`src/rtl/dir_line_ctrl.sv`:
```
module dir_line_ctrl #(
  parameter int unsigned AW = 12,
  parameter int unsigned DW = 16,
  parameter int unsigned ID_W = 2,
  parameter int unsigned IDX_W = 3,
  parameter logic [ID_W-1:0] NODE_ID = 2'd1
) (
  input  logic            clk,
  input  logic            rst_n,
  input  logic            cpu_valid,
  input  logic            cpu_we,
  input  logic [AW-1:0]   cpu_addr,
  input  logic [DW-1:0]   cpu_wdata,
  output logic            cpu_ready,
  output logic            cpu_done,
  output logic [DW-1:0]   cpu_rdata,
  output logic            out_valid,
  input  logic            out_ready,
  output logic [2:0]      out_type,
  output logic [ID_W-1:0] out_src,
  output logic [ID_W-1:0] out_dst,
  output logic [AW-1:0]   out_addr,
  output logic [DW-1:0]   out_data,
  input  logic            in_valid,
  output logic            in_ready,
  input  logic [2:0]      in_type,
  input  logic [AW-1:0]   in_addr,
  input  logic [DW-1:0]   in_data
);
  localparam int unsigned NL = 1 << IDX_W;
  localparam int unsigned TW = AW - IDX_W;

  localparam logic [2:0] M_RDMISS = 3'd0;
  localparam logic [2:0] M_WRMISS = 3'd1;
  localparam logic [2:0] M_INV    = 3'd2;
  localparam logic [2:0] M_FETCH  = 3'd3;
  localparam logic [2:0] M_FINV   = 3'd4;
  localparam logic [2:0] M_REPLY  = 3'd5;
  localparam logic [2:0] M_WB     = 3'd6;

  localparam logic [1:0] L_I = 2'd0;
  localparam logic [1:0] L_S = 2'd1;
  localparam logic [1:0] L_E = 2'd2;

  typedef enum logic [2:0] {S_IDLE, S_VWB, S_SEND, S_WAIT, S_FWB} st_t;

  st_t st, ret;
  logic [1:0]    lst  [NL];
  logic [TW-1:0] ltag [NL];
  logic [DW-1:0] ldat [NL];

  logic          pend_we;
  logic [AW-1:0] pend_addr;
  logic [DW-1:0] pend_wdata;
  logic [2:0]    ob_type;
  logic [AW-1:0] ob_addr;
  logic [DW-1:0] ob_data;
  logic          done_q;
  logic [DW-1:0] rdata_q;

  logic [IDX_W-1:0] c_idx, i_idx, p_idx;
  logic [TW-1:0]    c_tag, i_tag;
  logic             c_hit, c_victim, i_match, take_in;

  function automatic logic [ID_W-1:0] home_of(input logic [AW-1:0] a);
    return a[AW-1 -: ID_W];
  endfunction

  assign c_idx    = cpu_addr[IDX_W-1:0];
  assign c_tag    = cpu_addr[AW-1:IDX_W];
  assign i_idx    = in_addr[IDX_W-1:0];
  assign i_tag    = in_addr[AW-1:IDX_W];
  assign p_idx    = pend_addr[IDX_W-1:0];
  assign c_hit    = (lst[c_idx] != L_I) && (ltag[c_idx] == c_tag);
  assign c_victim = (lst[c_idx] == L_E) && (ltag[c_idx] != c_tag);
  assign i_match  = (lst[i_idx] != L_I) && (ltag[i_idx] == i_tag);

  assign cpu_ready = (st == S_IDLE) && !in_valid;
  assign in_ready  = (st == S_IDLE) || (st == S_WAIT);
  assign take_in   = in_valid && in_ready;
  assign out_valid = (st == S_VWB) || (st == S_SEND) || (st == S_FWB);
  assign out_type  = ob_type;
  assign out_src   = NODE_ID;
  assign out_dst   = home_of(ob_addr);
  assign out_addr  = ob_addr;
  assign out_data  = ob_data;
  assign cpu_done  = done_q;
  assign cpu_rdata = rdata_q;

  always_ff @(posedge clk or negedge rst_n) begin
    if (!rst_n) begin
      st <= S_IDLE;
      ret <= S_IDLE;
      for (int k = 0; k < NL; k++) begin
        lst[k]  <= L_I;
        ltag[k] <= '0;
        ldat[k] <= '0;
      end
      pend_we <= 1'b0;
      pend_addr <= '0;
      pend_wdata <= '0;
      ob_type <= M_RDMISS;
      ob_addr <= '0;
      ob_data <= '0;
      done_q <= 1'b0;
      rdata_q <= '0;
    end else begin
      done_q <= 1'b0;
      if (take_in) begin
        case (in_type)
          M_INV:
            if (i_match && lst[i_idx] == L_S) lst[i_idx] <= L_I;
          M_FETCH, M_FINV:
            if (i_match && lst[i_idx] == L_E) begin
              lst[i_idx] <= (in_type == M_FETCH) ? L_S : L_I;
              ob_type <= M_WB;
              ob_addr <= in_addr;
              ob_data <= ldat[i_idx];
              ret <= st;
              st <= S_FWB;
            end
          M_REPLY:
            if (st == S_WAIT && in_addr == pend_addr) begin
              lst[p_idx]  <= pend_we ? L_E : L_S;
              ltag[p_idx] <= pend_addr[AW-1:IDX_W];
              ldat[p_idx] <= pend_we ? pend_wdata : in_data;
              rdata_q <= in_data;
              done_q <= 1'b1;
              st <= S_IDLE;
            end
          default: ;
        endcase
      end else begin
        case (st)
          S_IDLE:
            if (cpu_valid) begin
              if (c_hit && !cpu_we) begin
                rdata_q <= ldat[c_idx];
                done_q <= 1'b1;
              end else if (c_hit && lst[c_idx] == L_E) begin
                ldat[c_idx] <= cpu_wdata;
                done_q <= 1'b1;
              end else begin
                pend_we <= cpu_we;
                pend_addr <= cpu_addr;
                pend_wdata <= cpu_wdata;
                if (c_victim) begin
                  ob_type <= M_WB;
                  ob_addr <= {ltag[c_idx], c_idx};
                  ob_data <= ldat[c_idx];
                  lst[c_idx] <= L_I;
                  st <= S_VWB;
                end else begin
                  ob_type <= cpu_we ? M_WRMISS : M_RDMISS;
                  ob_addr <= cpu_addr;
                  ob_data <= '0;
                  st <= S_SEND;
                end
              end
            end
          S_VWB:
            if (out_ready) begin
              ob_type <= pend_we ? M_WRMISS : M_RDMISS;
              ob_addr <= pend_addr;
              ob_data <= '0;
              st <= S_SEND;
            end
          S_SEND: if (out_ready) st <= S_WAIT;
          S_FWB:  if (out_ready) st <= ret;
          default: ;
        endcase
      end
    end
  end

  a_r10_out_hold: assert property (@(posedge clk) disable iff (!rst_n)
    out_valid && !out_ready |=> out_valid && $stable(out_type) && $stable(out_addr)
                                && $stable(out_data) && $stable(out_dst));

  a_r3_reply_completes: assert property (@(posedge clk) disable iff (!rst_n)
    take_in && in_type == M_REPLY && st == S_WAIT && in_addr == pend_addr |=> cpu_done);

  a_r6_fetch_answered: assert property (@(posedge clk) disable iff (!rst_n)
    take_in && (in_type == M_FETCH || in_type == M_FINV) && i_match && lst[i_idx] == L_E
    |=> out_valid && out_type == M_WB && out_addr == $past(in_addr));

  a_r5_inv_silent: assert property (@(posedge clk) disable iff (!rst_n)
    take_in && in_type == M_INV |=> !out_valid);

  a_r8_wb_then_miss: assert property (@(posedge clk) disable iff (!rst_n)
    st == S_VWB && out_ready |=> out_valid && (out_type == M_RDMISS || out_type == M_WRMISS));

  a_r4_write_hit_local: assert property (@(posedge clk) disable iff (!rst_n)
    cpu_valid && cpu_ready && cpu_we && c_hit && lst[c_idx] == L_E |=> cpu_done && !out_valid);

  a_r9_no_accept_busy: assert property (@(posedge clk) disable iff (!rst_n)
    out_valid |-> !cpu_ready && !cpu_done);

  for (genvar g = 0; g < NL; g++) begin : g_line_chk
    a_r1_state_legal: assert property (@(posedge clk) disable iff (!rst_n) lst[g] != 2'b11);
  end
endmodule

```
`config.mk`:
```
export PLATFORM = sky130hd
export DESIGN_NAME = dir_line_ctrl
export DESIGN_NICKNAME = d
export VERILOG_FILES = /design/src/rtl/dir_line_ctrl.sv
export SDC_FILE = /design/constraint.sdc
export NUM_CORES = 1
export LEC_CHECK = 0
export ABC_AREA = 1
export BUFFER_PORTS_ARGS = -buffer_cell sky130_fd_sc_hd__buf_2
export CORE_AREA = 3 3 238 240
export DETAILED_ROUTE_END_ITERATION = 7
export DIE_AREA = 0 0 241 243
export PLACE_DENSITY = 0.56
export REMOVE_ABC_BUFFERS = 1
export SETUP_SLACK_MARGIN = 0.02
export SYNTH_ARGS = -nofsm -noshare
export SYNTH_HDL_FRONTEND = slang
export SYNTH_SLANG_ARGS = --single-unit
```
`constraint.sdc`:
```
create_clock -name clk -period 3.03 [get_ports clk]
set_input_delay 0.7575 -clock clk [delete_from_list [all_inputs] [get_ports clk]]
set_output_delay 0.7575 -clock clk [all_outputs]
set_load 0.005 [all_outputs]
```
* Word-level counts from Yosys, hierarchy flattened
Index checks and enable logic that the tools add are counted.
** Word-level totals
- Input port bits :: 65
- Flip-flop bits (word level) :: 299
** Operators by class
- Order comparisons :: 6
- Mux-type cells :: 109
- Equal/unequal tests :: 32
- Bitwise gates (word level) :: 10
- Reduce and logical (&&, ||, !) cells :: 37
** Operators with widths (number)
- 128-bit 2-to-1 mux :: 7
- 16-bit 2-to-1 mux :: 30
- 128-bit bitwise mux :: 2
- 16-bit binary-select mux with 3-bit select :: 2
- 16-bit demux with 3-bit select :: 2
- 12-bit 2-to-1 mux :: 8
- 72-bit bitwise mux :: 1
- 9-bit binary-select mux with 3-bit select :: 2
- 3-bit 2-to-1 mux :: 17
- 16-bit one-hot mux with 3 select lines :: 1
- 9-bit 2-to-1 mux :: 5
- 16-bit bitwise AND :: 2
- 16-bit bitwise mux :: 2
- 16-bit NOT :: 2
- 16-bit one-hot mux with 2 select lines :: 1
- 9-bit demux with 3-bit select :: 1
- 3-bit != test, second input constant :: 9
- 12-bit one-hot mux with 2 select lines :: 1
- 2-bit demux with 3-bit select :: 3
- 9-bit equality test :: 2
- 2-bit 2-to-1 mux :: 9
- 2-bit nonzero test :: 7
- 1-bit logical AND :: 13
- 2-bit binary-select mux with 3-bit select :: 2
- other kinds (30) :: 63

* Depth between registers and ports, before layout
Gate-level depths: netlist of the first run.
- Word-level depth :: 13
- Depth in mapped cells :: 22
- Depth with buffers taken out :: 19

* Least setup slack after synthesis of the first run
OpenSTA, ideal clock, no wires.
- Path kind :: input to register
- From :: input cpu_addr[0]
- To :: register lst[9] in the netlist's numbering
- Library setup time :: 0.117 ns
- Data arrival time :: 2.708 ns
- Path slack :: 0.205 ns
- Stages on the path :: 15
- Path through :: buf_2 -> buf_6 -> buf_2 -> nand2_2 -> nor2_1 -> nor2_1 -> nand4_1 -> a21oi_2 -> buf_4 -> nand2_2 -> a21oi_2 -> nand3_2 -> buf_2 -> nand2_1 -> nand2_1
** On the way
- Cells in the longest elaborated chain, start to end :: 13
** RTL lines
- from (decl) :: line 12 : input logic [AW-1:0] cpu_addr,
- 3-bit NOT with 4-bit output (implied by the code) (*)
- 4-bit >= comparator (implied by the code) / 4-bit by 1-bit < comparator with 1-bit output (equally long branches) :: line 151 : lst[c_idx] <= L_I;
- 1-bit logical AND (implied by the code) :: line 151
- 2-bit 2-to-1 mux (implied by the code) :: line 151
- 2-bit demux with 3-bit select :: line 151
- 16-bit NOT (no source line)
- 16-bit bitwise AND (no source line)
- 16-bit 2-to-1 mux :: line 147 : if (c_victim) begin
- 16-bit 2-to-1 mux :: line 140 : end else if (c_hit && lst[c_idx] == L_E) begin
- 16-bit 2-to-1 mux :: line 137 : if (c_hit && !cpu_we) begin
- 16-bit 2-to-1 mux :: line 136 : if (cpu_valid) begin
- 16-bit 2-to-1 mux :: line 134 : case (st)
- 16-bit 2-to-1 mux :: line 109 : if (take_in) begin
- to (signal, indexed assignment) :: line 115 : lst[i_idx] <= (in_type == M_FETCH) ? L_S : L_I;
- to (signal, indexed assignment) :: line 124 : lst[p_idx] <= pend_we ? L_E : L_S;
- to (decl) :: line 48 : logic [1:0] lst [NL];
Every way passes the cells marked *; elsewhere a longest branch is shown, timed or not. The select of a mux whose other input is x is not followed.
A chain may end at the register's enable or synchronous reset.

* Worst setup path in the final report of the first run
- From :: input cpu_addr[0]
- To :: register ldat[22] in the netlist's numbering
** On the way
- Cells in the longest elaborated chain, start to end :: 11
** RTL lines
- 3-bit NOT with 4-bit output (implied by the code) (*) :: line 74, 140, 141
- 4-bit >= comparator (implied by the code) / 4-bit by 1-bit < comparator with 1-bit output (equally long branches) :: line 141 : ldat[c_idx] <= cpu_wdata;
- 1-bit logical AND (implied by the code) :: line 141
- 16-bit 2-to-1 mux (implied by the code) :: line 141
- 16-bit demux with 3-bit select :: line 141
- 128-bit bitwise mux :: line 141
- 128-bit 2-to-1 mux :: line 140
- 128-bit 2-to-1 mux :: line 137
- 128-bit 2-to-1 mux :: line 136
- 128-bit 2-to-1 mux :: line 134
- 128-bit 2-to-1 mux :: line 109
- to (signal, indexed assignment) :: line 126 : ldat[p_idx] <= pend_we ? pend_wdata : in_data;
- to (signal, indexed assignment) :: line 141
- to (decl) :: line 50 : logic [DW-1:0] ldat [NL];
Marked as above.

==> results of run 1 <==
==> flip-flops by register name, indices dropped and copies added, names as in the netlist <==
signal,flops
ldat,128
ltag,72
cpu_rdata,16
lst,16
out_data,16
pend_wdata,16
out_addr,12
pend_addr,12
ret,3
st,3
out_type,2
cpu_done,1
pend_we,1
==> stage by stage <==
stage               cells  cell area, um^2  worst slack [ns]  setup TNS, ns  total power [uW]
floorplan            2642            18260            -4.022        -570.43              8972
global placement     3699            22120           -0.2140         -28.86             12140
detailed placement   3699            22120           -0.2312         -31.97             12230
CTS                  3765            23470            0.3323              0             17230
global route         3765            23470           0.07829              0             18270
finish               3765            23470            0.2997              0             17260
==> layer usage <==
layer	up-vias	track usage, %	share of wire, %
met5	-	0	0
met4	0	13.08	5.1
met3	291	5.886	10
met2	1262	41.27	42
met1	10134	39.51	43
li1	9760	-	-
==> logic make-up (layout without fill, tap and decap cells) <==
kind of cell | count (synthesis) | count (layout) | synth area share (%)
AND/OR/NAND/NOR | 1443 | 1443 | 31.84
buffers and inverters | 515 | 759 | 11.11
AO/OA/AOI/OAI | 555 | 555 | 17.79
other | 2 | 2 | 0.03931
flip-flops | 298 | 298 | 39.04
XOR/XNOR | 4 | 4 | 0.1834
==> cells in the mapped netlist, drive strengths merged (2+ instances only) <==
master	instances	share of area (%)
dfrtp	298	39
a31oi	2	0.065
xnor2	2	0.092
clkinv	11	0.22
nand3b	8	0.31
nor3	15	0.39
a21oi	24	0.75
conb	2	0.039
o22ai	123	4.0
or2	17	0.56
a22oi	79	3.1
o311ai	2	0.092
o21bai	2	0.079
nand2	1070	21
o211ai	9	0.35
inv	329	6.5
o221ai	2	0.092
buf	90	2.7
xor2	2	0.092
nand3	78	2.3
nand4	154	5.1
a221oi	11	0.50
o31ai	12	0.47
nor2	96	2.0
o2111ai	17	0.78
o41ai	12	0.55
o21ai	254	6.7
nor4	4	0.13
clkbuf	85	1.7
==> worst max-delay path, cell delays in order <==
cell and delay, ns:
buf_2 0.19, buf_4 0.29, nand2_1 0.15, nand3_1 0.10, nand2_1 0.07, o21ai_1 0.14
nand2_1 0.10, nor2_1 0.15, nand2_1 0.08, nor2_2 0.13, nand3_2 0.15, a21oi_4 0.23
buf_12 0.28, nand4_1 0.16, nand2_1 0.10, inv_1 0.04
==> worst min path at each step <==
stage	slack, ns	endpoint	cells after the start	from
6_report	0.13	ltag[46]	1	rst_n
5_1_grt	0.14	out_addr[4]	1	rst_n
4_1_cts	0.12	ltag[46]	1	rst_n
3_5_place_dp	0.46	lst[14]	2	lst[14]
3_3_place_gp	0.45	lst[14]	2	lst[14]
2_1_floorplan	0.44	ret[2]	2	ret[2]
==> report_power, final <==
part,total (uW),switching [uW],leakage [uW],internal [uW]
registers,5490,580,0.00374,4910
logic,6850,4670,0.00746,2190
clock network,4920,1920,0.000660,2990
==> area by class of cell <==
class | instances | area share [%]
inverter | 340 | 5.454
clock buffer | 51 | 4.692
tap | 704 | 3.753
multi-input combinational | 2004 | 40.84
clock inverter | 15 | 1.050
timing repair buffer | 353 | 12.43
sequential | 298 | 31.78
==> flow_summary_export.csv, run 1 <==
group,metric,value,unit
detailed_routing,vias,21447,
die,start_util,34.81,%
die,coreArea,54880,um^2
grt,grt_pass1_wl,125.8,mm
finish,nets,3101,
grt,grt_max_degree,70,
sta,period_minus_slack,2.730,ns
detailed_routing,ant_nets,0,
finish,utilization,42.76,%
sta,fmax,366.3,MHz
pwr,ir_drop,0.3869,mV
clocking,post_cts.repair.setup_buffers,0,
finish,multiInputGateArea,9584,um^2
setup_path,startpoint,"cpu_addr[0]",
run_status,run_status,"completed",
worst_hold_path,hold_class,"input port to async pin",
clocking,root_buffer,"clkbuf_16",
clocking,cts_buffers,39,
clocking,clk_pin_slew_worst_paths,0.06,ns
setup_path,critical_path_class,"input port to flop",
detailed_routing,via_per_inst,5.696,
synthesis,syn_inst,2817,
sta,clock_skew,0.03549,ns
finish,drive_gt1_share,15.45,%
sta,drv_slew,0,
die,die_x,241,um
setup_path,worstPathArrival,3.18,ns
die,die_y,243,um
synthesis,syn_area_per_cell,6.781,um^2
synthesis,synth-seq-cells,298,
sta,worst_pin_slew,0.8743,ns
grt,grt_use_total,28.14,%
clocking,htreeDepth,2,
finish,diodes,0,
clocking,cts.path.max_buffers,3,
finish,areaGrowthSynthToFinish,22.85,%
setup_path,endpoint,"ldat[22]",
setup_path,ff2ff_setup_slack,0.31,ns
finish,fill_cells,5760,
detailed_routing,drt_first_pass_iters,7,
grt,grt_antenna_before_repair,0,
detailed_routing,wl_per_cell,22.34,um
sta,hold_viol,0,
detailed_routing,first_iter_violations,2692,
sta,setup_violations,0,
placed_design,routabilityCongestion,0.9697,
finish,final_common_cell,"nand2_1",
clocking,cts_tree,"done",
synthesis,synth-warning-count,0,
clocking,cts_resized,0,
die,io_pins,120,
sta,rsz0062_at_grt,"no",
synthesis,synthFlopType,"dfrtp_1",
detailed_routing,totalWireLength,84.12,mm
setup_path,critical_path_required,3.48,ns
setup_path,start_kind,"input port",
synthesis,synth.distinct_cells,49,
sta,slew_headroom,41.10,%
synthesis,synth_edf_count,0,
placed_design,io_buffers,117,
synthesis,syn_area,19100,um^2
clocking,clk_latency,0.59,ns
sta,holdWs,0.1284,ns
clocking,cts.sink_count,298,
die,floorplan.rows,86,
setup_path,worstReg2RegStart,"pend_we",
finish,regArea,7457,um^2
pwr,leakagePower,0.01187,uW
finish,layout_common_cells,"nand2_1 (1064), inv_1 (321), dfrtp_1 (298)",
job,maxCapViolations,0,
setup_path,reg2reg_depth,8,
placed_design,dpl.hpwl,57.41,mm
grt,overflow,0,
die,die_area,58560,um^2
grt,grt_pass1_vias,20134,
detailed_routing,drc,0,
synthesis,ys_seq_area_share,39.04,%
setup_path,r2r_end,"ldat[10]",
sta,fin_crit_sh,90.11,%
clocking,ctsHoldBuffers,0,
setup_path,crit_fanout,62,
synthesis,async_flop_share,100.0,%
setup_path,crit_path_end_kind,"flop",
pwr,powerDensity,735.5,nW/um^2
No activity file was read; power rests on OpenSTA's default activity.
==> run 2: changes to the inputs <==
==> constraint.sdc (replaced) <==
create_clock -name clk -period 3 [get_ports clk]
set_input_delay 0.75 -clock clk [delete_from_list [all_inputs] [get_ports clk]]
set_output_delay 0.75 -clock clk [all_outputs]
set_load 0.005 [all_outputs]
==> run 2 against run 1 <==
Worst hold slack gained 0.079 ns; critical path type unchanged; wire length grew 0.78%; clock power is essentially flat; sequential power grew 1%.
==> flow_summary_export.csv, run 2 (synthesis results as in run 1) <==
group,metric,value,unit
die,die_area,58560,um^2
clocking,cts.sink_count,298,
finish,drive_gt1_share,15.60,%
setup_path,crit_fanout,15,
sta,slew_headroom,39.25,%
sta,hold_viol,0,
clocking,cts.path.max_buffers,3,
finish,layout_common_cells,"nand2_1 (1064), inv_1 (321), dfrtp_1 (298)",
detailed_routing,wl_per_cell,22.46,um
die,die_x,241,um
die,coreArea,54880,um^2
setup_path,critical_path_class,"input port to flop",
sta,period_minus_slack,2.796,ns
sta,rsz0062_at_grt,"no",
setup_path,worstPathArrival,3.24,ns
finish,largest_reg_flops,128,
finish,fill_cells,5668,
die,die_y,243,um
finish,final_common_cell,"nand2_1",
pwr,ir_drop,0.3469,mV
clocking,root_buffer,"clkbuf_16",
detailed_routing,drt_first_pass_iters,7,
job,maxCapViolations,0,
sta,setup_violations,0,
die,floorplan.rows,86,
grt,grt_pass1_vias,20550,
die,io_pins,120,
clocking,cts_resized,0,
run_status,run_status,"completed",
setup_path,critical_path_required,3.45,ns
grt,grt_antenna_before_repair,0,
sta,drv_slew,0,
sta,holdWs,0.2072,ns
pwr,powerDensity,737.9,nW/um^2
finish,fin_cells,3774,
worst_hold_path,hold_class,"input port to async pin",
setup_path,start_kind,"input port",
pwr,leakagePower,0.01194,uW
grt,overflow,0,
detailed_routing,via_per_inst,5.742,
grt,grt_max_degree,77,
placed_design,io_buffers,117,
clocking,post_cts.repair.setup_buffers,0,
clocking,ctsHoldBuffers,0,
clocking,cts_buffers,39,
grt,grt_pass1_wl,126.8,mm
sta,fmax,357.7,MHz
clocking,clk_pin_slew_worst_paths,0.06,ns
die,start_util,34.81,%
detailed_routing,vias,21671,
sta,fin_crit_sh,93.20,%
finish,areaGrowthSynthToFinish,23.70,%
finish,reg_top3,"ldat: 128 flops, ltag: 72 flops",
clocking,cts_tree,"done",
placed_design,routabilityCongestion,0.9731,
clocking,htreeDepth,2,
clocking,clk_latency,0.57,ns
detailed_routing,totalWireLength,84.77,mm
finish,diodes,0,
sta,worst_pin_slew,0.9018,ns
finish,regMostFlops,"ldat",
detailed_routing,first_iter_violations,2861,
placed_design,dp.cells,3705,
setup_path,crit_path_end_kind,"flop",
detailed_routing,ant_nets,0,
finish,nets,3107,
placed_design,dpl.hpwl,57.84,mm
detailed_routing,drc,0,
grt,grt_use_total,28.41,%
sta,clock_skew,0.02079,ns
-- run 2: cell count changes in the layout (fill, tap and decap cells not counted), sizes merged --
| cell | change |
|---|---|
| bufinv | -2 |
| clkinvlp | +1 |
| buf | +6 |
| clkinv | -2 |
| clkbuf | +6 |
-- run 2: layer usage --
metal	track usage, %	up-vias	part of all wire [%]	routed length [um]
met1	39.96	10203	42	35710
met2	41.73	1378	42	35640
li1	-	9793	-	-
met4	13.25	0	5.2	4431
met5	0	-	0	0
met3	5.704	297	11	8985
-- run 2: worst paths after layout --
| path | startpoint | end | slack (ns) | cells after the start |
|---|---|---|---|---|
| max | cpu_addr[1] | ldat[51] | 0.20 | 18 |
| min | rst_n | pend_addr[2] | 0.21 | 1 |
| max reg2reg | pend_addr[3] | ldat[51] | 0.27 | 15 |
| min reg2reg | ret[2] | ret[2] | 0.47 | 2 |
| max in group asynchronous | rst_n | ldat[77] | 2.03 | 2 |
| min in group clk | ret[2] | ret[2] | 0.47 | 2 |
-- run 2: final cells by class --
cell class | count | area, um^2 | area share, %
multi-input combinational | 2004 | 9584 | 40.56
sequential | 298 | 7457 | 31.56
timing repair buffer | 359 | 3099 | 13.12
inverter | 340 | 1282 | 5.427
clock buffer | 57 | 1176 | 4.977
tap | 704 | 880.8 | 3.728
clock inverter | 12 | 150.1 | 0.6354
-- run 2: per-stage QoR --
stage               instance area, um^2  total power [uW]  utilization (%)  setup WS (ns)  TNS (ns)
global placement                  22290             12290            40.62        -0.3123    -49.14
floorplan                         18260              9062                -         -4.044   -576.06
CTS                               23620             17340            43.03         0.2870         0
finish                            23630             17440            43.06         0.2040         0
detailed placement                22290             12400            40.62        -0.2885    -47.16
global route                      23630             18380            43.06        0.03450         0
-- run 2: critical path: stages --
cell	delay (ns)
buf_2	0.17
inv_2	0.06
nor2_2	0.34
nand3_1	0.17
nand2_1	0.12
nor2_1	0.07
nand2_1	0.06
nand2_1	0.09
nor2_1	0.16
nand2_1	0.08
nor2_2	0.14
nand3_2	0.16
a21oi_4	0.24
buf_12	0.19
nand3_2	0.11
buf_12	0.18
nand2_1	0.07
nand2_1	0.05
-- run 2: report_power, final --
group	switching [uW]	internal, uW
clock network	1930	2980
registers	599	4960
logic	4720	2250
